**src/rtl/dinit_pkg.sv**
```systemverilog
package dinit_pkg;
  // {cs_n, ras_n, cas_n, we_n}
  localparam logic [3:0] CMD_DESL = 4'b1111;
  localparam logic [3:0] CMD_MRS  = 4'b0000;
  localparam logic [3:0] CMD_REF  = 4'b0001;

  localparam logic [1:0] BA_MR  = 2'b00;
  localparam logic [1:0] BA_EMR = 2'b01;

  typedef enum logic [1:0] {
    CK_DESL,
    CK_EMRS,
    CK_MRS,
    CK_REF
  } cmd_kind_e;

  typedef enum logic [2:0] {
    ST_STABLE,
    ST_PDEX,
    ST_EMRS,
    ST_MRS,
    ST_REF,
    ST_WAIT,
    ST_DONE
  } init_state_e;
endpackage

```
**src/rtl/dinit_cnt.sv**
```systemverilog
module dinit_cnt #(
  parameter int W   = 8,
  parameter int MAX = 255
) (
  input  logic         clk_i,
  input  logic         rst_ni,
  input  logic         clr_i,
  input  logic         en_i,
  output logic [W-1:0] q_o
);
  localparam logic [W-1:0] MaxVal = W'(MAX);

  always_ff @(posedge clk_i or negedge rst_ni) begin
    if (!rst_ni)                    q_o <= '0;
    else if (clr_i)                 q_o <= '0;
    else if (en_i && q_o != MaxVal) q_o <= q_o + 1'b1;
  end
endmodule

```
**src/rtl/dinit_opcode.sv**
```systemverilog
module dinit_opcode
  import dinit_pkg::*;
#(
  parameter int ADDR_W = 14
) (
  input  cmd_kind_e         kind_i,
  input  logic [2:0]        cas_lat_i,
  input  logic              burst_type_i,
  input  logic [2:0]        burst_len_i,
  input  logic              drv_strength_i,
  output logic [3:0]        cmd_o,
  output logic [1:0]        ba_o,
  output logic [ADDR_W-1:0] addr_o
);
  logic [ADDR_W-1:0] emr_code, mr_code;

  // Field positions are decoded by the device, so they are fixed.
  generate
    for (genvar b = 0; b < ADDR_W; b++) begin : g_bits
      if (b == 1) begin : g_drv
        assign emr_code[b] = drv_strength_i;
      end else begin : g_zero
        assign emr_code[b] = 1'b0; // A0=0 DLL on, A9:A7=0 calibration exit
      end
      if (b < 3) begin : g_bl
        assign mr_code[b] = burst_len_i[b];
      end else if (b == 3) begin : g_bt
        assign mr_code[b] = burst_type_i;
      end else if (b < 7) begin : g_cl
        assign mr_code[b] = cas_lat_i[b-4];
      end else begin : g_rsv
        assign mr_code[b] = 1'b0;
      end
    end
  endgenerate

  always_comb begin
    cmd_o  = CMD_DESL;
    ba_o   = '0;
    addr_o = '0;
    unique case (kind_i)
      CK_EMRS: begin cmd_o = CMD_MRS; ba_o = BA_EMR; addr_o = emr_code; end
      CK_MRS:  begin cmd_o = CMD_MRS; ba_o = BA_MR;  addr_o = mr_code;  end
      CK_REF:  cmd_o = CMD_REF;
      default: ;
    endcase
  end
endmodule

```
**src/rtl/dinit_fsm.sv**
```systemverilog
module dinit_fsm
  import dinit_pkg::*;
#(
  parameter int STABLE_CYC = 40000,
  parameter int T_PDEX     = 2,
  parameter int T_RSC      = 2,
  parameter int T_REFC     = 12,
  parameter int N_REF      = 2,
  parameter int GATE_CLK   = 200,
  parameter int CW         = 16,
  parameter int GW         = 8,
  parameter int RW         = 2
) (
  input  logic          clk_i,
  input  logic          rst_ni,
  input  logic [CW-1:0] cnt_i,
  input  logic [GW-1:0] gcnt_i,
  output logic          cnt_clr_o,
  output logic          cnt_en_o,
  output logic          gate_en_o,
  output cmd_kind_e     kind_o,
  output logic          pd_o,
  output logic          ready_o
);
  init_state_e st_q, st_d;
  logic [RW-1:0] ref_q, ref_d;
  logic [CW-1:0] dur;
  logic          last, gate_done;

  assign gate_done = (gcnt_i == GW'(GATE_CLK));

  always_comb begin
    unique case (st_q)
      ST_STABLE:      dur = CW'(STABLE_CYC);
      ST_PDEX:        dur = CW'(T_PDEX);
      ST_EMRS, ST_MRS: dur = CW'(T_RSC);
      ST_REF:         dur = CW'(T_REFC);
      default:        dur = CW'(1);
    endcase
  end

  assign last = (cnt_i == dur - 1'b1);

  always_comb begin
    st_d  = st_q;
    ref_d = ref_q;
    unique case (st_q)
      ST_STABLE: if (last) st_d = ST_PDEX;
      ST_PDEX:   if (last) st_d = ST_EMRS;
      ST_EMRS:   if (last) st_d = ST_MRS;
      ST_MRS:    if (last) st_d = ST_REF;
      ST_REF: if (last) begin
        if (ref_q == RW'(N_REF - 1)) st_d = ST_WAIT;
        else                         ref_d = ref_q + 1'b1;
      end
      ST_WAIT:   if (gate_done) st_d = ST_DONE;
      default:   ;
    endcase
  end

  always_ff @(posedge clk_i or negedge rst_ni) begin
    if (!rst_ni) begin
      st_q  <= ST_STABLE;
      ref_q <= '0;
    end else begin
      st_q  <= st_d;
      ref_q <= ref_d;
    end
  end

  assign cnt_en_o  = (st_q != ST_WAIT) && (st_q != ST_DONE);
  assign cnt_clr_o = cnt_en_o && last;
  assign gate_en_o = (st_q != ST_STABLE) && (st_q != ST_PDEX);

  // Commands go out in the first cycle of their spacing window.
  always_comb begin
    kind_o = CK_DESL;
    if (cnt_i == '0) begin
      unique case (st_q)
        ST_EMRS: kind_o = CK_EMRS;
        ST_MRS:  kind_o = CK_MRS;
        ST_REF:  kind_o = CK_REF;
        default: kind_o = CK_DESL;
      endcase
    end
  end

  assign pd_o    = (st_q != ST_STABLE);
  assign ready_o = (st_q == ST_DONE) || ((st_q == ST_WAIT) && gate_done);
endmodule

```
**src/rtl/dram_init_seq.sv**
```systemverilog
module dram_init_seq
  import dinit_pkg::*;
#(
  parameter int CLK_MHZ   = 200,
  parameter int STABLE_US = 200,
  parameter int T_PDEX    = 2,
  parameter int T_RSC     = 2,
  parameter int T_REFC    = 12,
  parameter int N_REF     = 2,
  parameter int GATE_CLK  = 200,
  parameter int ADDR_W    = 14
) (
  input  logic              clk_i,
  input  logic              rst_ni,
  input  logic [2:0]        cas_lat_i,
  input  logic              burst_type_i,
  input  logic [2:0]        burst_len_i,
  input  logic              drv_strength_i,
  output logic [3:0]        cmd_o,
  output logic [1:0]        ba_o,
  output logic [ADDR_W-1:0] addr_o,
  output logic              pd_o,
  output logic              dq_oe_o,
  output logic              ready_o
);
  localparam int StableCyc = CLK_MHZ * STABLE_US;
  localparam int M1   = (StableCyc > T_REFC) ? StableCyc : T_REFC;
  localparam int M2   = (T_PDEX > T_RSC) ? T_PDEX : T_RSC;
  localparam int CMax = (M1 > M2) ? M1 : M2;
  localparam int CW   = $clog2(CMax + 1);
  localparam int GW   = $clog2(GATE_CLK + 1);
  localparam int RW   = (N_REF > 1) ? $clog2(N_REF) : 1;

  logic [CW-1:0] cnt;
  logic [GW-1:0] gcnt;
  logic          cnt_clr, cnt_en, gate_en;
  cmd_kind_e     kind;

  dinit_cnt #(.W(CW), .MAX(CMax)) u_step_cnt (
    .clk_i (clk_i),
    .rst_ni(rst_ni),
    .clr_i (cnt_clr),
    .en_i  (cnt_en),
    .q_o   (cnt)
  );

  dinit_cnt #(.W(GW), .MAX(GATE_CLK)) u_gate_cnt (
    .clk_i (clk_i),
    .rst_ni(rst_ni),
    .clr_i (1'b0),
    .en_i  (gate_en),
    .q_o   (gcnt)
  );

  dinit_fsm #(
    .STABLE_CYC(StableCyc), .T_PDEX(T_PDEX), .T_RSC(T_RSC), .T_REFC(T_REFC),
    .N_REF(N_REF), .GATE_CLK(GATE_CLK), .CW(CW), .GW(GW), .RW(RW)
  ) u_fsm (
    .clk_i    (clk_i),
    .rst_ni   (rst_ni),
    .cnt_i    (cnt),
    .gcnt_i   (gcnt),
    .cnt_clr_o(cnt_clr),
    .cnt_en_o (cnt_en),
    .gate_en_o(gate_en),
    .kind_o   (kind),
    .pd_o     (pd_o),
    .ready_o  (ready_o)
  );

  dinit_opcode #(.ADDR_W(ADDR_W)) u_opcode (
    .kind_i        (kind),
    .cas_lat_i     (cas_lat_i),
    .burst_type_i  (burst_type_i),
    .burst_len_i   (burst_len_i),
    .drv_strength_i(drv_strength_i),
    .cmd_o         (cmd_o),
    .ba_o          (ba_o),
    .addr_o        (addr_o)
  );

  assign dq_oe_o = 1'b0;
endmodule

```
**config.mk**
```make
export PLATFORM = sky130hd
export DESIGN_NAME = dram_init_seq
export DESIGN_NICKNAME = d
export VERILOG_FILES = /design/src/rtl/dinit_pkg.sv /design/src/rtl/dinit_cnt.sv /design/src/rtl/dinit_opcode.sv /design/src/rtl/dinit_fsm.sv /design/src/rtl/dram_init_seq.sv
export SDC_FILE = /design/constraint.sdc
export NUM_CORES = 1
export LEC_CHECK = 0
export BUFFER_PORTS_ARGS = -buffer_cell sky130_fd_sc_hd__buf_4
export CAP_MARGIN = 25
export CORE_UTILIZATION = 45
export DETAILED_ROUTE_END_ITERATION = 12
export PLACE_DENSITY = 0.67
export SYNTH_ARGS = -nofsm -noshare
export SYNTH_HDL_FRONTEND = slang
export SYNTH_SLANG_ARGS = --single-unit
export TNS_END_PERCENT = 100
```
**constraint.sdc**
```tcl
create_clock -name clk_i -period 6.5 [get_ports clk_i]
set_clock_uncertainty 0.15 [all_clocks]
set_input_delay 0.325 -clock clk_i [delete_from_list [all_inputs] [get_ports clk_i]]
set_output_delay 0.325 -clock clk_i [all_outputs]
set_load 0.05 [all_outputs]
```
; ---- Word level (Yosys, flattened, before mapping)
; Cells that the tools add are included.
; Widths: inputs -> output; s select.
[totals]
ff_bits = 28
inputBits = 10
output_inout_bits = 23
wordCells = 64
[op_classes]
n_addsub = 4
n_eq_ne = 23
mux = 17
n_reduce_logical = 16
[ops]
columns = op, n
row1 = $pmux 16 s3, 1
row2 = $mux 16, 2
row3 = $mux 3, 7
row4 = $pmux 3 s6, 1
row5 = $add 16x1->16 const B, 1
row6 = $eq 16x16->1, 1
row7 = $logic_not 16->1, 1
row8 = $ne 16x16->1 const B, 1
row9 = $sub 16x1->16 const B, 1
row10 = $ne 2x1->1 const B, 7
row11 = $pmux 7 s2, 1
row12 = $eq 3x3->1 const B, 3
row13 = $add 8x1->8 const B, 1
row14 = $eq 8x8->1 const B, 1
row15 = $ne 8x8->1 const B, 1
row16 = $pmux 4 s2, 1
row17 = $reduce_and 8->1, 1
row18 = $eq 3x2->1 const B, 2
row19 = $logic_and 1x1->1, 6
row20 = $ne 3x3->1 const B, 2
row21 = $pmux 2 s3, 1
row22 = $reduce_bool 6->1, 1
row23 = $eq 2x2->1 const B, 2
row24 = $eq 3x1->1 const B, 1
row25 = 12 further kinds, 13

; ---- Depth between registers and ports, before layout
; Gate-level depths: netlist of the first run.
[depth]
ltp_word = 7
mapped_depth = 10
ltp_nobuf = 9

; ---- Hierarchy
; A second synthesis of the first run with hierarchy kept.
[hier_totals]
hier_cells = 224
hier_area_um2 = 2053.2
[modules_own_cells]
columns = mod, n_inst, cells_each, area_per_inst_um2, seq_area_each_um2
row1 = dinit_cnt at u_step_cnt, 1, 91, 872.1, 400.4
row2 = dinit_fsm, 1, 60, 530.5, 100.1
row3 = dinit_cnt at u_gate_cnt, 1, 46, 455.4, 200.2
row4 = dinit_opcode, 1, 25, 183.9, 0.0
row5 = dram_init_seq, 1, 2, 11.3, 0.0

; ---- Least setup slack after synthesis of the first run
; No wires, ideal clock.
[synth_path]
path_type = reg-to-output
startpoint = register u_step_cnt.q_o[15]
endpoint = output port addr_o[1]
t_arrival_ps = 2836
required_time_ps = 6025
setup_slack_ps = 3189
stages_incl_launch_ff = 7
n_path_buf = 0
path_cell_list = dfrtp_1 -> or4_1 -> or3_1 -> nor3_1 -> ha_1 -> a22oi_1 -> nor2_1
[synth_via]
elab_chain_len = 4
word_cells_on_any_way = 5
classes_between = 2 x eq/ne / 2 x mux / 1 x reduce/logical
[synth_rtl]
columns = element, line
row1 = from (decl), dinit_cnt.sv:9  ; output logic [W-1:0] q_o
row2 = from (signal assigned), dinit_cnt.sv:16  ; else if (en_i && q_o != MaxVal) q_o <= q_o + 1'b1;
row3 = $logic_not 16->1 (*), dinit_fsm.sv:78  ; if (cnt_i == '0) begin
row4 = $mux 2 (*), dinit_fsm.sv:78
row5 = $eq 2x2->1 or $eq 2x1->1 (tied branches), dinit_opcode.sv:41  ; unique case (kind_i)
row6 = $pmux 7 s2 (*), dinit_opcode.sv:41
row7 = to (decl), dram_init_seq.sv:21  ; output logic [ADDR_W-1:0] addr_o,
; Mark *: on every way between the ends. The rest lies on a longest branch, timed or not.

; ---- Worst setup path in the final report of the first run
[layout_path]
startpoint = register u_step_cnt.q_o[13]
endpoint = output port addr_o[4]
; Same word-level chain as after synthesis.

==> results of run 1 <==
worst reg2reg max path, stage by stage (launching register included):
cell and delay, ps:
dfrtp_1 520, nor2_1 370, nand2_1 130, ha_1 330, xnor2_1 130, nor3b_1 350
nand3_1 200, nor3b_2 680, nor2_1 120
final timing paths:
check,startpoint,end,slack (ps),cells after the start
max in group asynchronous,rst_ni,u_step_cnt.q_o[14]$_DFFE_PN0P_,5580,2
min in group asynchronous,rst_ni,u_gate_cnt.q_o[6]$_DFFE_PN0P_,350,2
worst max register to register,u_fsm.st_q[1]$_DFFE_PN0P_,u_step_cnt.q_o[2]$_DFFE_PN0P_,3390,8
worst max-delay path,u_step_cnt.q_o[13]$_DFFE_PN0P_,addr_o[4],2750,8
worst min register to register,u_gate_cnt.q_o[7]$_DFFE_PN0P_,u_gate_cnt.q_o[7]$_DFFE_PN0P_,320,1
worst min-delay path,u_gate_cnt.q_o[7]$_DFFE_PN0P_,u_gate_cnt.q_o[7]$_DFFE_PN0P_,320,1
logic make-up (layout without fill, tap and decap cells):
kind of cell    Yosys count  in the layout  synth area share (%)
compound gates           33             33                  13.4
xor+xnor                 25             25                  11.9
fa+ha+maj                 8              8                  5.42
buf+inv                  30             39                  8.41
flops                    28             28                  38.0
mux                       2              2                  1.08
other cells               1              9                 0.203
simple gates             77             77                  21.7
metrics by stage:
| stage | hold slack (ps) | total power [mW] |
|---|---|---|
| after floorplan | -121 | 0.193 |
| after global placement | 117 | 0.196 |
| after detailed placement | 120 | 0.196 |
| after CTS | 324 | 0.336 |
| after global routing | 351 | 0.343 |
| final | 320 | 0.332 |
flip-flops by register name, summed over array words and instances, names as in the netlist:
name,flops
u_step_cnt.q_o,16
u_fsm.st_q,3
u_gate_cnt.q_o,8
u_fsm.ref_q,1
routing by layer:
layer / up-vias / track usage (%) / part of all wire (%)
met5: - / 0 / 0
met4: 0 / 8.51 / 1.7
met3: 6 / 3.45 / 6.8
met2: 51 / 28.2 / 44
met1: 669 / 26.9 / 48
li1: 716 / - / -
area by class of cell:
cell class | count | area [µm²] | share of cell area (%)
Clock buffer | 3 | 41.3 | 1.99
Tap cell | 48 | 60.1 | 2.89
Timing Repair Buffer | 24 | 183 | 8.80
Multi-Input combinational cell | 154 | 1020 | 49.1
Clock inverter | 1 | 30.0 | 1.45
Sequential cell | 28 | 701 | 33.8
Inverter | 11 | 41.3 | 1.99
cells in the mapped netlist, drive strengths merged, types with 3 or more instances:
library cell   n
o211ai         4
xnor2          9
or4            3
o2111ai        4
nand2         11
nand4          6
and2           9
nor3           8
dfrtp         28
nor2          22
or3            3
xor2          16
ha             8
nand3          5
clkbuf         7
a21oi          4
inv           11
buf           12
o21ai          7
power by group:
part | internal, mW | switching [mW] | total [mW]
Combinational | 0.00379 | 0.0153 | 0.0190
Sequential | 0.174 | 0 | 0.174
Clock | 0.0825 | 0.0563 | 0.139
Total | 0.260 | 0.0716 | 0.332
timing repair:
action                                  CTS  global route
endpoints found under the setup margin    0             0
endpoints found under the hold margin    28             0
hold buffers                              1             0
==> results_dict.tcl, run 1 <==
set metrics [dict create \
    fillers 361 \
    worst_setup_path_end_kind "output port" \
    htree_num_levels 1 \
    via_count 1442 \
    design.die.area_um2 4360 \
    die_height_um 66.0 \
    final-instance-count-excl-fill 269 \
    antenna_cells_inserted 0 \
    syn_area_per_cell_um2 9.05 \
    worstMarginPinSlew_ps 757 \
    crit_family "simple AND/OR/NAND/NOR gates" \
    synth_top_cell_by_area "dfrtp_1" \
    synth.yosys.seq_area_share_pct 38.0 \
    via_to_cell_ratio 5.36 \
    maximum_clock_insertion_buffer_count 2 \
    fp.dieW_um 66.0 \
    post_synthesis_instance_total 204 \
    max_freq_mhz 266 \
    top_level_ports 33 \
    portBuffers 23 \
    path_buf_inv 1 \
    run_status "completed" \
    grt_pass1_wl_mm 6.25 \
    cts.root.buffer_cell "clkbuf_8" \
    drt_pass1_iterations 4 \
    grt_remaining_overflow 0 \
    grt_antenna_before_repair 0 \
    timing.critical_path.slowest_stage_cell "or3_1" \
    critical_path_class "register to output port" \
    grt_start_max_net_pins 29 \
    wirelength_mm 3.67 \
    highest_ir_drop_seen_on_vdd_mv 0.107 \
    syn_area_um2 1850 \
    final_cell_mix "dfrtp_1, buf_4, nor2_1" \
    powerDensity_nw_per_um2 160 \
    cap_viol_max_count 0 \
    asyncSetResetFlopFracSynth_pct 100 \
    cts_setup_buffers 0 \
    setup-violations-final 0 \
    dpl.cell_count 264 \
    first_global_vias 1309 \
    ratio_of_cells_with_drive_above_1_in_the_final_layout_pct 14.9 \
    post_cts_clock_slew_at_the_launch_and_capture_registers_of_the_worst_setup_and_hold_paths_ps 100 \
    clk_latency_ps 280 \
    p_leak_nw 0.952 \
    yosysWarningCount 0 \
    final_cell_area_um2 2080 \
    startpoint_type "register" \
    fp-row-count 22 \
    fin_util_pct 54.6 \
    pre_cts_slack_ps 3080 \
    routed_wire_length_per_instance_um 13.6 \
    setup_tns_final_ps 0 \
    path_cells "nor4_1 > nand4b_1 > or3_1 > nor3_1 > ha_1 > nor2b_1 > and2_1 > buf_4" \
    drtIter0Drc 88 \
    post-route-worst-setup-slack_ps 2750 \
    yosysUniqueCellTypes 42 \
    synth_top_cell_area_share_pct 38.0 \
    slowest_delay_ps 510 \
    slew_headroom_pct 49.3 \
    final_hold_viol_count 0 \
    post_cts_resized 0 \
    hp-class "register to register" \
    synth_edf_count 0 \
    core_region_area_um2 3800 \
    post-dp-hpwl_mm 2.72 \
    synthFlopType "dfrtp_1" \
    cts-buffers-inserted 3 \
    clock_tree_from_tritoncts "done" \
    crit_required_ps 6020 \
    most_common_cell_after_layout_fill_and_taps_aside "dfrtp_1" \
    cts_sinks 28 \
    globalRouteTotalUtil_pct 19.1 \
    postPlaceCellArea_um2 1990 \
    syn_to_final_growth_pct 12.5 \
    floorplan.initialDensity_pct 48.6 \
    finalCriticalPeriod_ps 3750 \
    worst-path-max-fanout 12 \
    ant_nets 0 \
    yosys-top-cells-area "dfrtp_1, xor2_1, ha_1" \
    synth-seq-cells 28 \
    layout_worst_path_cycle_share_pct 57.7 \
    grt_setup_unrepaired "no" \
    slew_violations 0 \
    worst_ep_arrival_time_ps 3280 \
    drc_errors 0 \
    fin_nets 240 \
    routabilityCongestion 0.809 \
]
Power figures use the tool's default switching activity.
==> run 2: changes to the inputs <==
- ABC_AREA: default -> 1
- PLACE_DENSITY: 0.67 -> 0.68
- clock period: 6.5 -> 3.2 ns (I/O delays scaled with it)
==> run 2 against run 1 <==
Against the previous run: first-iteration DRC count did not move; synthesized cell count rose by 55%; total power rose by 85%.
==> results_dict.tcl, run 2 <==
set metrics [dict create \
    run_status "completed" \
    portBuffers 23 \
    fp-row-count 24 \
    syn_area_um2 2120 \
    crit_path_start "u_step_cnt.q_o[0]$_DFFE_PN0P_" \
    final_cell_area_um2 2340 \
    hold_ws_ps 173 \
    routabilityCongestion 0.881 \
    via_to_cell_ratio 4.88 \
    yosys-top-cells-area "dfrtp_1, nand2_1, nor2_1" \
    critical_path_class "register to output port" \
    yosysWarningCount 0 \
    grt_setup_unrepaired "no" \
    wirelength_mm 4.22 \
    drtIter0Drc 88 \
    syn_to_final_growth_pct 10.4 \
    synth_edf_count 0 \
    startpoint_type "register" \
    fin_nets 355 \
    post_cts_clock_slew_at_the_launch_and_capture_registers_of_the_worst_setup_and_hold_paths_ps 100 \
    fp.dieW_um 70.6 \
    cts_setup_buffers 0 \
    synth_common_cells "nand2_1, nor2_1, inv_1" \
    worst_ep_arrival_time_ps 2390 \
    grt_antenna_before_repair 0 \
    top_level_ports 33 \
    htree_num_levels 1 \
    synth_top_cell_area_share_pct 33.1 \
    antenna_cells_inserted 0 \
    cts_sinks 28 \
    grt_pass1_wl_mm 7.31 \
    grt_start_max_net_pins 29 \
    die_height_um 70.6 \
    cap_viol_max_count 0 \
    floorplan.initialDensity_pct 47.6 \
    grt.met1_usage_pct 25.7 \
    clock_tree_from_tritoncts "done" \
    registers.top_by_ff_count "u_step_cnt.q_o" \
    p_leak_nw 1.21 \
    critical_path.reg2reg.startpoint "u_fsm.st_q[1]$_DFFE_PN0P_" \
    final_cell_mix "nand2_1, nor2_1, inv_1" \
    yosysUniqueCellTypes 31 \
    fin_util_pct 52.6 \
    synth.yosys.seq_area_share_pct 33.1 \
    globalRouteTotalUtil_pct 18.0 \
    powerDensity_nw_per_um2 263 \
    synthFlopType "dfrtp_1" \
    crit_required_ps 2890 \
    worst_setup_path_end_kind "output port" \
    post_cts_hold_buffer_count 1 \
    clk_latency_ps 270 \
    largestRegisters "u_step_cnt.q_o x16, u_gate_cnt.q_o x8, u_fsm.st_q x3" \
    ratio_of_cells_with_drive_above_1_in_the_final_layout_pct 14.9 \
    dpl.cell_count 383 \
    postPlaceCellArea_um2 2270 \
    drc_errors 0 \
    groute.layer.met3.usage_pct 2.99 \
    hp-class "input pin to asynchronous set/reset pin" \
    post-synth-top-count-cell "nand2_1" \
    asyncSetResetFlopFracSynth_pct 100 \
    post_synthesis_instance_total 316 \
    highest_ir_drop_seen_on_vdd_mv 0.173 \
    worst-path-max-fanout 8 \
    maximum_clock_insertion_buffer_count 2 \
    finalCriticalPeriod_ps 2700 \
    first_global_vias 1659 \
    layout_worst_path_cycle_share_pct 84.2 \
    via_count 1894 \
    slew_violations 0 \
    cts-buffers-inserted 3 \
    synth-seq-cells 28 \
    post-dp-hpwl_mm 3.28 \
    fillers 426 \
    final_hold_viol_count 0 \
    most_common_cell_after_layout_fill_and_taps_aside "nand2_1" \
    ant_nets 0 \
    setup_tns_final_ps 0 \
    met2_usage_pct 29.8 \
    design.die.area_um2 4980 \
    final-instance-count-excl-fill 388 \
    max_freq_mhz 371 \
    busiest_layer "met2" \
    drt_pass1_iterations 5 \
    setup-violations-final 0 \
    routed_wire_length_per_instance_um 10.9 \
    core_region_area_um2 4440 \
    grt_remaining_overflow 0 \
    largest_register_ff_count 16 \
    cts.root.buffer_cell "clkbuf_8" \
    post_cts_resized 0 \
    synth_top_cell_by_area "dfrtp_1" \
    syn_area_per_cell_um2 6.70 \
]
[run 2: changes by cell type in the layout (fill, tap and decap cells not counted), moves of 4 or more]
cell       delta
xnor2_1       -8
inv_1        +28
o2111ai_1     -4
a21oi_1       +4
nor2_1       +24
o21ai_0       +4
o211ai_1      -4
and2_1        -9
xor2_1        -6
nand2_2       +5
nand2_1      +64
inv_2        +10
nand3_1      +28
[run 2: final timing paths]
path	end	slack, ps	cells after the start
max	addr_o[1]	500	10
min	u_gate_cnt.q_o[1]$_DFFE_PN0P_	170	2
max reg2reg	u_step_cnt.q_o[11]$_DFFE_PN0P_	830	11
min reg2reg	u_gate_cnt.q_o[7]$_DFFE_PN0P_	330	1
min in group clk_i	u_gate_cnt.q_o[7]$_DFFE_PN0P_	330	1
max in group asynchronous	u_step_cnt.q_o[1]$_DFFE_PN0P_	2450	2
[run 2: where the power goes]
part / leakage, nW / internal, mW / switching [mW]
registers: 0.377 / 0.354 / 0
clock network: 0.0288 / 0.110 / 0.112
logic: 0.804 / 0.00770 / 0.0309
[run 2: layout make-up]
cell class                      instances  area (µm²)  area share, %
Multi-Input combinational cell        231        1150           49.2
Sequential cell                        28         701           30.0
Inverter                               49         184           7.87
Timing Repair Buffer                   24         183           7.82
Tap cell                               52        65.1           2.78
Clock buffer                            4        55.1           2.36
[run 2: cell families (layout without fill, tap and decap cells)]
| logic type | count (synthesis) | after routing | share of synthesized area, % |
|---|---|---|---|
| other | 1 | 9 | 0.177 |
| DFF | 28 | 28 | 33.1 |
| xor gates and xnor gates | 11 | 11 | 4.55 |
| AOI/OAI and AO/OA | 23 | 23 | 5.79 |
| and+or+nand+nor | 180 | 180 | 37.6 |
| adders and majority gates | 8 | 8 | 4.73 |
| buffers and inverters | 65 | 77 | 14.0 |
[run 2: through the flow]
| stage | setup WS, ps | total power [mW] |
|---|---|---|
| after global routing | 222 | 0.635 |
| after detailed placement | 795 | 0.399 |
| after CTS | 472 | 0.627 |
| final | 504 | 0.614 |
| after global placement | 766 | 0.399 |
| after floorplan | 334 | 0.392 |
[run 2: metal layers]
metal / vias up / routed length (µm) / share of wire [%]
met5: - / 0 / 0
met4: 0 / 17 / 0.40
met3: 2 / 148 / 3.5
met2: 28 / 1950 / 46
met1: 862 / 2110 / 50
li1: 1002 / - / -
[run 2: worst max-delay path, stage by stage (launching register included)]
cell and delay (ps):
dfrtp_1 430, inv_1 110, ha_1 150, nand3_1 100, nor2_1 120, nand4_1 170, a21oi_1 210, inv_1 80
ha_1 380, a21oi_1 150, buf_4 210
==> run 3: changes to the inputs <==
- PLACE_DENSITY: 0.68 -> 0.66
- clock period: 3.2 -> 2.7 ns (I/O delays scaled with it)
==> run 3 against run 2 <==
Against the previous run: the flow now finishes with violations (design-rule violations); non-clock buffer count up 5; sequential power up 18%; hold slack worse by 11 ps; clock-buffer cell count down 1; utilization up 2.5 points; cell count up 1.0%; critical path depth unchanged; clock power up 5%.
==> results_dict.tcl, run 3 (same netlist as run 2, synthesis figures left out) <==
set metrics [dict create \
    run_status "finished, violations left" \
    violations_in_the_final_reports "design-rule violations" \
    max_freq_mhz 388 \
    antenna_cells_inserted 0 \
    clk_latency_ps 280 \
    cts-buffers-inserted 3 \
    first_global_vias 1750 \
    critical_path_class "register to output port" \
    p_leak_nw 1.23 \
    highest_routed_layer "met4" \
    fp-row-count 24 \
    routabilityCongestion 0.889 \
    met2_length_mm 2.19 \
    ant_nets 0 \
    portBuffers 23 \
    final_cell_mix "nand2_1, nor2_1, inv_1" \
    cts_sinks 28 \
    wirelength_met1_mm 2.12 \
    worst_setup_path_end_kind "output port" \
    timing.critical_path.slowest_stage_cell "dfrtp_2" \
    highest_ir_drop_seen_on_vdd_mv 0.310 \
    grt_remaining_overflow 0 \
    layout_worst_path_cycle_share_pct 95.6 \
    hp-class "input pin to asynchronous set/reset pin" \
    htree_num_levels 1 \
    path_cells "inv_2 > ha_1 > nand3_2 > nor2_1 > nand4_1 > a21oi_2 > inv_2 > ha_4 > nor2_2 > buf_6" \
    syn_to_final_growth_pct 15.6 \
    final_hold_viol_count 0 \
    grt_antenna_before_repair 0 \
    powerDensity_nw_per_um2 285 \
    design.die.area_um2 4980 \
    slowest_delay_ps 430 \
    crit_required_ps 2410 \
    routed_wire_length_per_instance_um 11.6 \
    drc_errors 2 \
    layout.area.seq_um2 702 \
    fin_nets 360 \
    worst-path-max-fanout 8 \
    fp.dieW_um 70.6 \
    multi_input_gate_area_in_the_final_layout_um2 1210 \
    die_height_um 70.6 \
    drtIter0Drc 102 \
    path_common_cell "inv_2" \
    post-dp-hpwl_mm 3.41 \
    ratio_of_cells_with_drive_above_1_in_the_final_layout_pct 21.2 \
    via_count 1941 \
    grt_start_max_net_pins 29 \
    detailroute.wirelength.met3_um 211 \
    drt_pass1_iterations 8 \
    fillers 422 \
    cts.root.buffer_cell "clkbuf_8" \
    largestRegisters "u_step_cnt.q_o x16, u_gate_cnt.q_o x8, u_fsm.st_q x3" \
    top_level_ports 33 \
    post_cts_clock_slew_at_the_launch_and_capture_registers_of_the_worst_setup_and_hold_paths_ps 90 \
    setup-violations-final 0 \
    wirelength_mm 4.56 \
    slew_violations 0 \
    post-route-worst-setup-slack_ps 119 \
    floorplan.initialDensity_pct 47.6 \
    cap_viol_max_count 0 \
    startpoint_type "register" \
    most_common_cell_after_layout_fill_and_taps_aside "nand2_1" \
    maximum_clock_insertion_buffer_count 2 \
    pre_cts_slack_ps 262 \
    setup_tns_final_ps 0 \
    clock_tree_from_tritoncts "done" \
    via_to_cell_ratio 4.95 \
    largest_register_ff_count 16 \
    registers.top_by_ff_count "u_step_cnt.q_o" \
    globalRouteTotalUtil_pct 18.7 \
    worst_ep_arrival_time_ps 2300 \
    finalCriticalPeriod_ps 2580 \
    grt_pass1_wl_mm 7.61 \
    core_region_area_um2 4440 \
]
## run 3: cell types whose count changed in the layout (fill, tap and decap cells not counted), sizes merged
cell | before | now
buf | 23 | 28
clkbuf | 4 | 3
## run 3: metrics by stage
| step | total power [mW] | cell area (µm²) | util [%] | hold slack (ps) | cells |
|---|---|---|---|---|---|
| 2_1_floorplan | 0.465 | 2150 | - | -311 | 324 |
| 3_3_place_gp | 0.473 | 2280 | 51.4 | -70.5 | 384 |
| 3_5_place_dp | 0.473 | 2280 | 51.4 | -70.4 | 384 |
| 4_1_cts | 0.707 | 2340 | 52.8 | 171 | 388 |
| 5_1_grt | 0.723 | 2450 | 55.1 | 191 | 392 |
| 6_report | 0.698 | 2450 | 55.1 | 162 | 392 |
## run 3: power by group
group	switching [mW]	internal (mW)	leakage (nW)
registers	0	0.419	0.377
logic	0.0372	0.00914	0.834
clock network	0.132	0.100	0.0216
total	0.169	0.529	1.23
## run 3: final timing paths
path | startpoint | end | slack, ps | cells past startpoint
max | u_step_cnt.q_o[0]$_DFFE_PN0P_ | addr_o[6] | 120 | 10
min | rst_ni | u_gate_cnt.q_o[5]$_DFFE_PN0P_ | 160 | 2
max reg2reg | u_fsm.st_q[0]$_DFFE_PN0P_ | u_step_cnt.q_o[11]$_DFFE_PN0P_ | 350 | 11
min reg2reg | u_gate_cnt.q_o[7]$_DFFE_PN0P_ | u_gate_cnt.q_o[7]$_DFFE_PN0P_ | 330 | 1
max in group asynchronous | rst_ni | u_step_cnt.q_o[0]$_DFFE_PN0P_ | 1950 | 2
min in group clk_i | u_gate_cnt.q_o[7]$_DFFE_PN0P_ | u_gate_cnt.q_o[7]$_DFFE_PN0P_ | 330 | 1
## run 3: what timing repair did
| item | 4_1_cts | 5_1_grt |
|---|---|---|
| pin swaps | 0 | 2 |
| endpoints found under the hold margin | 28 | 0 |
| setup endpoints to repair | 8 | 8 |
| hold buffers | 1 | 0 |
| cloned | 0 | 0 |
| setup buffers | 0 | 4 |
| resized for setup | 3 | 23 |
## run 3: layout make-up
type | instances | share of cell area [%]
repair buffers | 29 | 10.1
inverters | 49 | 7.52
clock buffers | 3 | 1.69
flip-flops and latches | 28 | 28.7
multi-input cells | 231 | 49.4
well taps | 52 | 2.66
## run 3: worst max-delay path, delay by kind of cell (launching register included)
family | cells | cell delay (ps)
DFF | 1 | 430
AOI/OAI and AO/OA | 1 | 260
adders and majority gates | 2 | 450
and+or+nand+nor | 4 | 540
buffers and inverters | 3 | 330
## run 3: layer usage
metal / up-vias / track usage (%)
met3: 6 / 2.99
met1: 876 / 26.3
met5: - / 0
met4: 0 / 3.78
li1: 1015 / -
met2: 44 / 31.0
